File: config.mk
export PLATFORM = sky130hd
export DESIGN_NAME = hazard_fwd_ctrl
export DESIGN_NICKNAME = d
export VERILOG_FILES = /design/src/rtl/hz_pkg.sv /design/src/rtl/hz_fwd_pick.sv /design/src/rtl/hz_loaduse.sv /design/src/rtl/hz_flush.sv /design/src/rtl/hazard_fwd_ctrl.sv
export SDC_FILE = /design/constraint.sdc
export NUM_CORES = 1
export LEC_CHECK = 0
export ABC_AREA = 1
export BUFFER_PORTS_ARGS = -buffer_cell sky130_fd_sc_hd__buf_2
export CORE_AREA = 4 4 54 56
export DETAILED_ROUTE_END_ITERATION = 6
export DIE_AREA = 0 0 58 60
export PLACE_DENSITY = 0.71
export SLEW_MARGIN = 20
export SYNTH_ARGS = -nofsm -noshare
export SYNTH_HDL_FRONTEND = slang
export SYNTH_HIERARCHICAL = 1
export SYNTH_SLANG_ARGS = --single-unit
export TNS_END_PERCENT = 100
File: constraint.sdc
create_clock -name vclk -period 1.07
set_input_delay 0.107 -clock vclk [all_inputs]
set_output_delay 0.107 -clock vclk [all_outputs]
set_load 0.01 [all_outputs]
File: src/rtl/hz_pkg.sv
package hz_pkg;

    typedef enum logic [1:0] {
        SRC_REGFILE = 2'b00,
        SRC_WB      = 2'b01,
        SRC_MEM     = 2'b10
    } opnd_src_e;

    typedef struct packed {
        logic hold;
        logic bubble;
        logic flush_f;
        logic flush_d;
        logic redirect;
    } pipe_ctl_t;

endpackage

File: src/rtl/hz_fwd_pick.sv
module hz_fwd_pick
    import hz_pkg::*;
#(
    parameter int REG_AW = 5
) (
    input  logic              clk,
    input  logic              rst_n,
    input  logic [REG_AW-1:0] src,
    input  logic [REG_AW-1:0] mem_rd,
    input  logic              mem_we,
    input  logic [REG_AW-1:0] wb_rd,
    input  logic              wb_we,
    output logic [1:0]        sel
);

    localparam logic [REG_AW-1:0] ZERO_REG = '0;

    logic      hit_mem_d;
    logic      hit_wb_d;
    opnd_src_e sel_d;

    always_comb begin
        hit_mem_d = mem_we && (mem_rd != ZERO_REG) && (mem_rd == src);
        hit_wb_d  = wb_we  && (wb_rd  != ZERO_REG) && (wb_rd  == src);
        if (hit_mem_d)
            sel_d = SRC_MEM;
        else if (hit_wb_d)
            sel_d = SRC_WB;
        else
            sel_d = SRC_REGFILE;
    end

    assign sel = sel_d;


    younger_wins_chk: assert property (@(posedge clk) disable iff (!rst_n)
        (mem_we && wb_we && mem_rd == src && wb_rd == src && src != ZERO_REG)
        |-> sel == SRC_MEM);


    zero_src_chk: assert property (@(posedge clk) disable iff (!rst_n)
        (src == ZERO_REG) |-> sel == SRC_REGFILE);


    legal_sel_chk: assert property (@(posedge clk) disable iff (!rst_n)
        sel != 2'b11);


    wb_needs_write_chk: assert property (@(posedge clk) disable iff (!rst_n)
        (sel == SRC_WB) |-> (wb_we && wb_rd == src));

endmodule

File: src/rtl/hz_loaduse.sv
module hz_loaduse #(
    parameter int REG_AW = 5
) (
    input  logic              clk,
    input  logic              rst_n,
    input  logic [REG_AW-1:0] id_rs1,
    input  logic [REG_AW-1:0] id_rs2,
    input  logic [REG_AW-1:0] ex_rd,
    input  logic              ex_we,
    input  logic              ex_is_load,
    output logic              load_use
);

    localparam logic [REG_AW-1:0] ZERO_REG = '0;

    logic dep_d;
    logic load_use_d;

    always_comb begin
        dep_d      = (ex_rd == id_rs1) || (ex_rd == id_rs2);
        load_use_d = ex_is_load && ex_we && (ex_rd != ZERO_REG) && dep_d;
    end

    assign load_use = load_use_d;


    only_loads_chk: assert property (@(posedge clk) disable iff (!rst_n)
        load_use |-> (ex_is_load && ex_we));


    zero_dest_chk: assert property (@(posedge clk) disable iff (!rst_n)
        (ex_rd == ZERO_REG) |-> !load_use);

endmodule

File: src/rtl/hz_flush.sv
module hz_flush
    import hz_pkg::*;
#(
    parameter bit RESOLVE_IN_EX = 1'b1
) (
    input  logic      clk,
    input  logic      rst_n,
    input  logic      br_resolve,
    input  logic      br_mispredict,
    input  logic      load_use,
    output pipe_ctl_t ctl
);

    localparam int SQUASH_N = RESOLVE_IN_EX ? 2 : 1;

    pipe_ctl_t ctl_d;
    logic      redirect_d;

    always_comb begin
        redirect_d     = br_resolve && br_mispredict;
        ctl_d          = '0;
        ctl_d.redirect = redirect_d;
        ctl_d.flush_f  = redirect_d;
        ctl_d.flush_d  = redirect_d && (SQUASH_N > 1);
        ctl_d.hold     = load_use && !redirect_d;
        ctl_d.bubble   = load_use && !redirect_d;
    end

    assign ctl = ctl_d;


    squash_beats_stall_chk: assert property (@(posedge clk) disable iff (!rst_n)
        ctl.flush_f |-> (!ctl.hold && !ctl.bubble));


    quiet_without_resolve_chk: assert property (@(posedge clk) disable iff (!rst_n)
        !br_resolve |-> (!ctl.flush_f && !ctl.flush_d && !ctl.redirect));

    generate
        if (SQUASH_N == 1) begin : g_early

            one_squash_chk: assert property (@(posedge clk) disable iff (!rst_n)
                !ctl.flush_d);
        end else begin : g_late

            two_squash_chk: assert property (@(posedge clk) disable iff (!rst_n)
                ctl.redirect |-> (ctl.flush_f && ctl.flush_d));
        end
    endgenerate

endmodule

File: src/rtl/hazard_fwd_ctrl.sv
module hazard_fwd_ctrl
    import hz_pkg::*;
#(
    parameter int REG_AW        = 5,
    parameter bit RESOLVE_IN_EX = 1'b1
) (
    input  logic              clk,
    input  logic              rst_n,
    input  logic [REG_AW-1:0] id_rs1,
    input  logic [REG_AW-1:0] id_rs2,
    input  logic [REG_AW-1:0] ex_rs1,
    input  logic [REG_AW-1:0] ex_rs2,
    input  logic [REG_AW-1:0] ex_rd,
    input  logic              ex_we,
    input  logic              ex_is_load,
    input  logic [REG_AW-1:0] mem_rd,
    input  logic              mem_we,
    input  logic [REG_AW-1:0] wb_rd,
    input  logic              wb_we,
    input  logic              br_resolve,
    input  logic              br_mispredict,
    output logic [1:0]        fwd_sel_a,
    output logic [1:0]        fwd_sel_b,
    output logic              front_hold,
    output logic              idex_bubble,
    output logic              ifid_flush,
    output logic              idex_flush,
    output logic              fetch_redirect
);

    localparam int N_OPND = 2;
    localparam logic [REG_AW-1:0] ZERO_REG = '0;

    logic [REG_AW-1:0] ex_src [N_OPND];
    logic [1:0]        sel    [N_OPND];
    logic              load_use;
    pipe_ctl_t         ctl;

    assign ex_src[0] = ex_rs1;
    assign ex_src[1] = ex_rs2;

    generate
        for (genvar g = 0; g < N_OPND; g++) begin : g_opnd
            hz_fwd_pick #(.REG_AW(REG_AW)) u_pick (
                .clk    (clk),
                .rst_n  (rst_n),
                .src    (ex_src[g]),
                .mem_rd (mem_rd),
                .mem_we (mem_we),
                .wb_rd  (wb_rd),
                .wb_we  (wb_we),
                .sel    (sel[g])
            );
        end
    endgenerate

    hz_loaduse #(.REG_AW(REG_AW)) u_lu (
        .clk        (clk),
        .rst_n      (rst_n),
        .id_rs1     (id_rs1),
        .id_rs2     (id_rs2),
        .ex_rd      (ex_rd),
        .ex_we      (ex_we),
        .ex_is_load (ex_is_load),
        .load_use   (load_use)
    );

    hz_flush #(.RESOLVE_IN_EX(RESOLVE_IN_EX)) u_fl (
        .clk           (clk),
        .rst_n         (rst_n),
        .br_resolve    (br_resolve),
        .br_mispredict (br_mispredict),
        .load_use      (load_use),
        .ctl           (ctl)
    );

    assign fwd_sel_a      = sel[0];
    assign fwd_sel_b      = sel[1];
    assign front_hold     = ctl.hold;
    assign idex_bubble    = ctl.bubble;
    assign ifid_flush     = ctl.flush_f;
    assign idex_flush     = ctl.flush_d;
    assign fetch_redirect = ctl.redirect;


    hold_with_bubble_chk: assert property (@(posedge clk) disable iff (!rst_n)
        front_hold == idex_bubble);


    load_dep_stalls_chk: assert property (@(posedge clk) disable iff (!rst_n)
        (ex_is_load && ex_we && ex_rd != ZERO_REG && ex_rd == id_rs1 && !br_resolve)
        |-> front_hold);


    wb_dep_no_stall_chk: assert property (@(posedge clk) disable iff (!rst_n)
        (wb_we && (wb_rd == id_rs1 || wb_rd == id_rs2) && !ex_is_load)
        |-> !front_hold);


    mem_fwd_no_stall_chk: assert property (@(posedge clk) disable iff (!rst_n)
        (fwd_sel_a == SRC_MEM && !ex_is_load) |-> !front_hold);

endmodule

==> results of run 1 <==
==> worst max-delay path by stage <==
stage                   to  cells past startpoint
2_1_floorplan   front_hold                      9
3_3_place_gp    front_hold                      9
3_5_place_dp    front_hold                      9
4_1_cts         front_hold                     10
5_1_grt        idex_bubble                      8
6_report        front_hold                      8
==> kinds of logic after synthesis <==
kind of cell	count (synthesis)	share of synthesized area
xor gates and xnor gates	5	0.0630
buffers and inverters	43	0.264
AOI/OAI and AO/OA	12	0.104
and+or+nand+nor	95	0.568
==> power by group through the flow <==
stage	Clock (W)	Combinational, W	Sequential [W]
after global routing	0	0.000391	0
after floorplan	0	0.000171	0
after global placement	0	0.000301	0
after detailed placement	0	0.000304	0
after CTS	0	0.000315	0
final	0	0.000343	0
==> metrics by stage <==
| stage | worst slack [ps] | area [um^2] | std cells |
|---|---|---|---|
| 2_1_floorplan | 79.0 | 696 | 155 |
| 3_3_place_gp | -10.1 | 946 | 230 |
| 3_5_place_dp | -26.3 | 946 | 230 |
| 4_1_cts | -5.41 | 971 | 230 |
| 5_1_grt | -110 | 1040 | 230 |
| 6_report | -18.3 | 1040 | 230 |
==> layer usage <==
layer | up-vias | GRT usage | part of all wire
li1 | 542 | - | -
met1 | 375 | 0.142 | 0.47
met2 | 19 | 0.184 | 0.48
met3 | 0 | 0.00216 | 0.054
met4 | 0 | 0 | 0
met5 | - | 0 | 0
==> layout make-up <==
| type | count | area share |
|---|---|---|
| inverters | 37 | 0.134 |
| well taps | 30 | 0.0362 |
| multi-input cells | 112 | 0.512 |
| repair buffers | 51 | 0.318 |
==> placed cells by master (no fill, tap or decap), drive strengths merged <==
cell type,instances
o21ai,6
nor2,25
nand2,58
nand3,11
buf,51
inv,37
a21boi,2
a21oi,4
xnor2,2
nand4,1
xor2,3
==> timing repair <==
item	CTS	global route
gates resized for setup	6	30
buffers inserted	0	0
pin swaps	3	15
endpoints found under the hold margin	0	0
endpoints found under the setup margin	2	4
cloned	0	0
hold buffers	0	0
==> flow_metrics.py, run 1 <==
metrics = {
    "outcome": {
        "outcome": "finished with violations",
        "violations": "negative setup slack",
    },
    "synth": {
        "yosysSeqAreaShare": 0,
        "yosysTopAreaCellShare": 0.291,
        "synth_top_cell_by_area": "nand2_1",
        "synth_cells": 155,
        "yosysWarningCount": 6,
        "mappedNetlistArea_um2": 696,
        "synth_area_leaders": "nand2_1 (29%), inv_1 (16%), nor2_1 (11%)",
        "avgSynthCellArea_um2": 4.49,
        "synth_common_cells": "nand2_1 (54), inv_1 (29), nor2_1 (20)",
        "ys_types": 15,
        "syn_nets": 198,
        "synth.most_common_cell": "nand2_1",
    },
    "layout": {
        "areaGrowthSynthToFinish_pct": 48.9,
        "fin_util": 0.426,
        "drive_above_1_share": 0.410,
        "seq_cell_count": 0,
        "nFillCells": 280,
        "multi_input_area_um2": 531,
        "regArea_um2": 0,
        "n_antenna_cell": 0,
        "nets": 245,
        "nClkBuffers": 0,
    },
    "sta": {
        "clock.fmax_ghz": 0.919,
        "fin_tns_setup_ps": -36.5,
        "whs_ps": 482,
        "tightest_slew_ps": 136,
        "fin_crit_ps": 1090,
        "max_slew_margin": 0.908,
        "fin_ws_ps": -18.3,
        "rsz0062_at_grt": "yes",
        "hold_violations": 0,
        "fin_crit_sh": 1.02,
        "setup_viol": 2,
        "drv_slew": 0,
    },
    "detailed_routing": {
        "viasPerCell": 4.07,
        "drtAntennaViolNets": 0,
        "drc": 0,
        "vias": 936,
        "first_iter_violations": 12,
        "wire_per_inst_um": 8.41,
        "firstDrtPassIters": 4,
        "totalWireLength_mm": 1.94,
    },
    "setup_path": {
        "cp.buffers_inverters": 3,
        "crit_family": "buffers and inverters",
        "crit_start": "id_rs1[1]",
        "max_stage_delay_ps": 140,
        "crit_arrival_ps": 980,
        "crit_type": "in -> out",
        "start_kind": "input port",
        "required_ps": 960,
        "path_max_fanout": 2,
        "path_cells": "buf_2 -> xor2_1 -> nor2_1 -> nand3_1 -> a21oi_2 -> inv_1 -> a21oi_2 -> buf_2",
        "crit_path_end_kind": "output pin",
        "crit_slowest_cell": "xor2_1",
    },
    "floorplanning": {
        "rows": 18,
        "die_area_mm2": 0.00348,
        "die_y_um": 60,
        "core_mm2": 0.00243,
        "die_x_um": 58,
        "ios": 52,
        "initial_core_util": 0.286,
    },
    "place": {
        "hpwl_mm": 1.71,
        "gp_congestion": 0.795,
        "io_buffers": 50,
    },
    "pwr": {
        "p_total_w": 0.000343,
        "ir_worst_vdd_v": 0.000159,
        "p_leak_nw": 0.677,
        "clkPwrFrac": 0,
        "p_int_w": 0.000167,
        "p_comb_frac": 1.000,
        "p_sw_frac": 0.512,
        "p_per_area_mw_per_mm2": 331,
        "power_frac_seq": 0,
        "p_sw_w": 0.000175,
    },
    "global_routing": {
        "grt_pass1_vias": 779,
        "antenna_found_initial": 0,
        "track_usage": 0.101,
        "overflow": 0,
        "grt_pass1_wl_mm": 2.95,
        "grt_max_degree": 7,
    },
    "hold_path": {
        "min_path_type": "in -> out",
        "hold_end": "idex_bubble",
        "min-delay-start": "br_mispredict",
        "min_path_cells": 3,
    },
    "flow_run": {
        "drv_cap": 0,
    },
}
Power figures use the tool's default switching activity.
==> run 2, diff against run 1 <==
--- a/config.mk
+++ b/config.mk
@@ -7,10 +7,12 @@
 export LEC_CHECK = 0
 export ABC_AREA = 1
 export BUFFER_PORTS_ARGS = -buffer_cell sky130_fd_sc_hd__buf_2
-export CORE_AREA = 4 4 54 56
+export CELL_PAD_IN_SITES_DETAIL_PLACEMENT = 0
+export CELL_PAD_IN_SITES_GLOBAL_PLACEMENT = 1
+export CORE_AREA = 4 4 59 61
 export DETAILED_ROUTE_END_ITERATION = 6
-export DIE_AREA = 0 0 58 60
-export PLACE_DENSITY = 0.71
+export DIE_AREA = 0 0 63 65
+export PLACE_DENSITY = 0.92
 export SLEW_MARGIN = 20
 export SYNTH_ARGS = -nofsm -noshare
 export SYNTH_HDL_FRONTEND = slang
==> flow_metrics.py, run 2 (same netlist as run 1, synthesis figures left out) <==
metrics = {
    "layout": {
        "seq_cell_count": 0,
        "areaGrowthSynthToFinish_pct": 56.5,
        "nClkBuffers": 0,
        "final_common_cell": "nand2_1",
        "nFillCells": 328,
        "regArea_um2": 0,
        "n_antenna_cell": 0,
        "final_cell_mix": "nand2_1 (48), buf_2 (36), inv_1 (22)",
        "stdcell_count": 236,
        "nets": 248,
        "drive_above_1_share": 0.458,
        "finalInstanceArea_mm2": 0.00109,
    },
    "detailed_routing": {
        "drc": 0,
        "firstDrtPassIters": 4,
        "dr_wl_met2_mm": 1.05,
        "vias": 966,
        "first_iter_violations": 23,
        "drt-met1-wl_um": 938,
        "drtAntennaViolNets": 0,
        "top_layer": "met3",
        "totalWireLength_mm": 2.09,
        "wire_per_inst_um": 8.83,
        "viasPerCell": 4.09,
        "dr_wl_met3_um": 95,
    },
    "pwr": {
        "ir_worst_vdd_v": 0.000123,
        "p_per_area_mw_per_mm2": 337,
        "p_leak_nw": 0.696,
    },
    "setup_path": {
        "crit_arrival_ps": 970,
        "path_max_fanout": 2,
        "crit_path_end_kind": "output pin",
        "crit_type": "in -> out",
        "required_ps": 960,
        "start_kind": "input port",
    },
    "sta": {
        "max_slew_margin": 0.873,
        "fin_ws_ps": -6.35,
        "setup_viol": 2,
        "fin_crit_ps": 1080,
        "fin_tns_setup_ps": -11.1,
        "tightest_slew_ps": 190,
        "clock.fmax_ghz": 0.929,
        "hold_violations": 0,
        "fin_crit_sh": 1.01,
        "rsz0062_at_grt": "yes",
        "drv_slew": 0,
    },
    "clocking": {
        "holdBufCountCts": 0,
        "post-cts-setup-buffers": 0,
    },
    "place": {
        "placed_area_um2": 972,
        "io_buffers": 50,
        "place_ws_ps": -47.5,
        "hpwl_mm": 1.79,
        "gp_congestion": 0.765,
        "place_inst": 236,
    },
    "floorplanning": {
        "ios": 52,
        "core_mm2": 0.00298,
        "rows": 20,
        "initial_core_util": 0.234,
        "die_y_um": 65,
        "die_x_um": 63,
        "die_area_mm2": 0.00410,
    },
    "global_routing": {
        "grt_pass1_vias": 810,
        "grt_max_degree": 7,
        "antenna_found_initial": 0,
        "track_usage": 0.0891,
        "grt_pass1_wl_mm": 3.16,
        "overflow": 0,
    },
    "flow_run": {
        "drv_cap": 0,
    },
    "outcome": {
        "outcome": "finished with violations",
        "violations": "negative setup slack",
    },
    "hold_path": {
        "min_path_type": "in -> out",
    },
}
==> run 2: critical path: stages <==
cell,delay (ps)
buf_6,90
xor2_1,160
nor2_2,110
nand3_2,90
a21oi_2,110
inv_1,50
a21oi_2,110
buf_2,140
==> run 2: worst paths after layout <==
kind | start | endpoint | slack [ps] | cells after the start
setup / recovery | id_rs1[1] | idex_bubble | -6 | 8
hold / removal | br_mispredict | front_hold | 490 | 3
==> run 2: repair_timing <==
item                                    4_1_cts  5_1_grt
pin swaps                                     7       23
resized for setup                             6       40
endpoints found under the setup margin        2        4
==> run 2: final cells by class <==
cell class                      count  area (um^2)  share of cell area
Timing Repair Buffer               54          357               0.328
Multi-Input combinational cell    112          549               0.505
Inverter                           37          141               0.130
Tap cell                           33         41.3              0.0379
==> run 2: stage by stage <==
stage | hold WS, ps | power, W | utilization
4_1_cts | 488 | 0.000325 | 0.334
3_3_place_gp | 479 | 0.000313 | 0.326
2_1_floorplan | 266 | 0.000171 | -
5_1_grt | 498 | 0.000414 | 0.366
6_report | 486 | 0.000367 | 0.366
3_5_place_dp | 488 | 0.000315 | 0.326
==> run 2: power breakdown <==
group / switching (W) / internal, W / leakage (nW) / total, W
clock network: 0 / 0 / 0 / 0
registers: 0 / 0 / 0 / 0
logic: 0.000188 / 0.000179 / 0.696 / 0.000367
total: 0.000188 / 0.000179 / 0.696 / 0.000367
==> run 2: layer usage <==
layer / up-vias / GRT usage
li1: 548 / -
met1: 396 / 0.124
met2: 22 / 0.159
met3: 0 / 0.00520
met4: 0 / 0
met5: - / 0
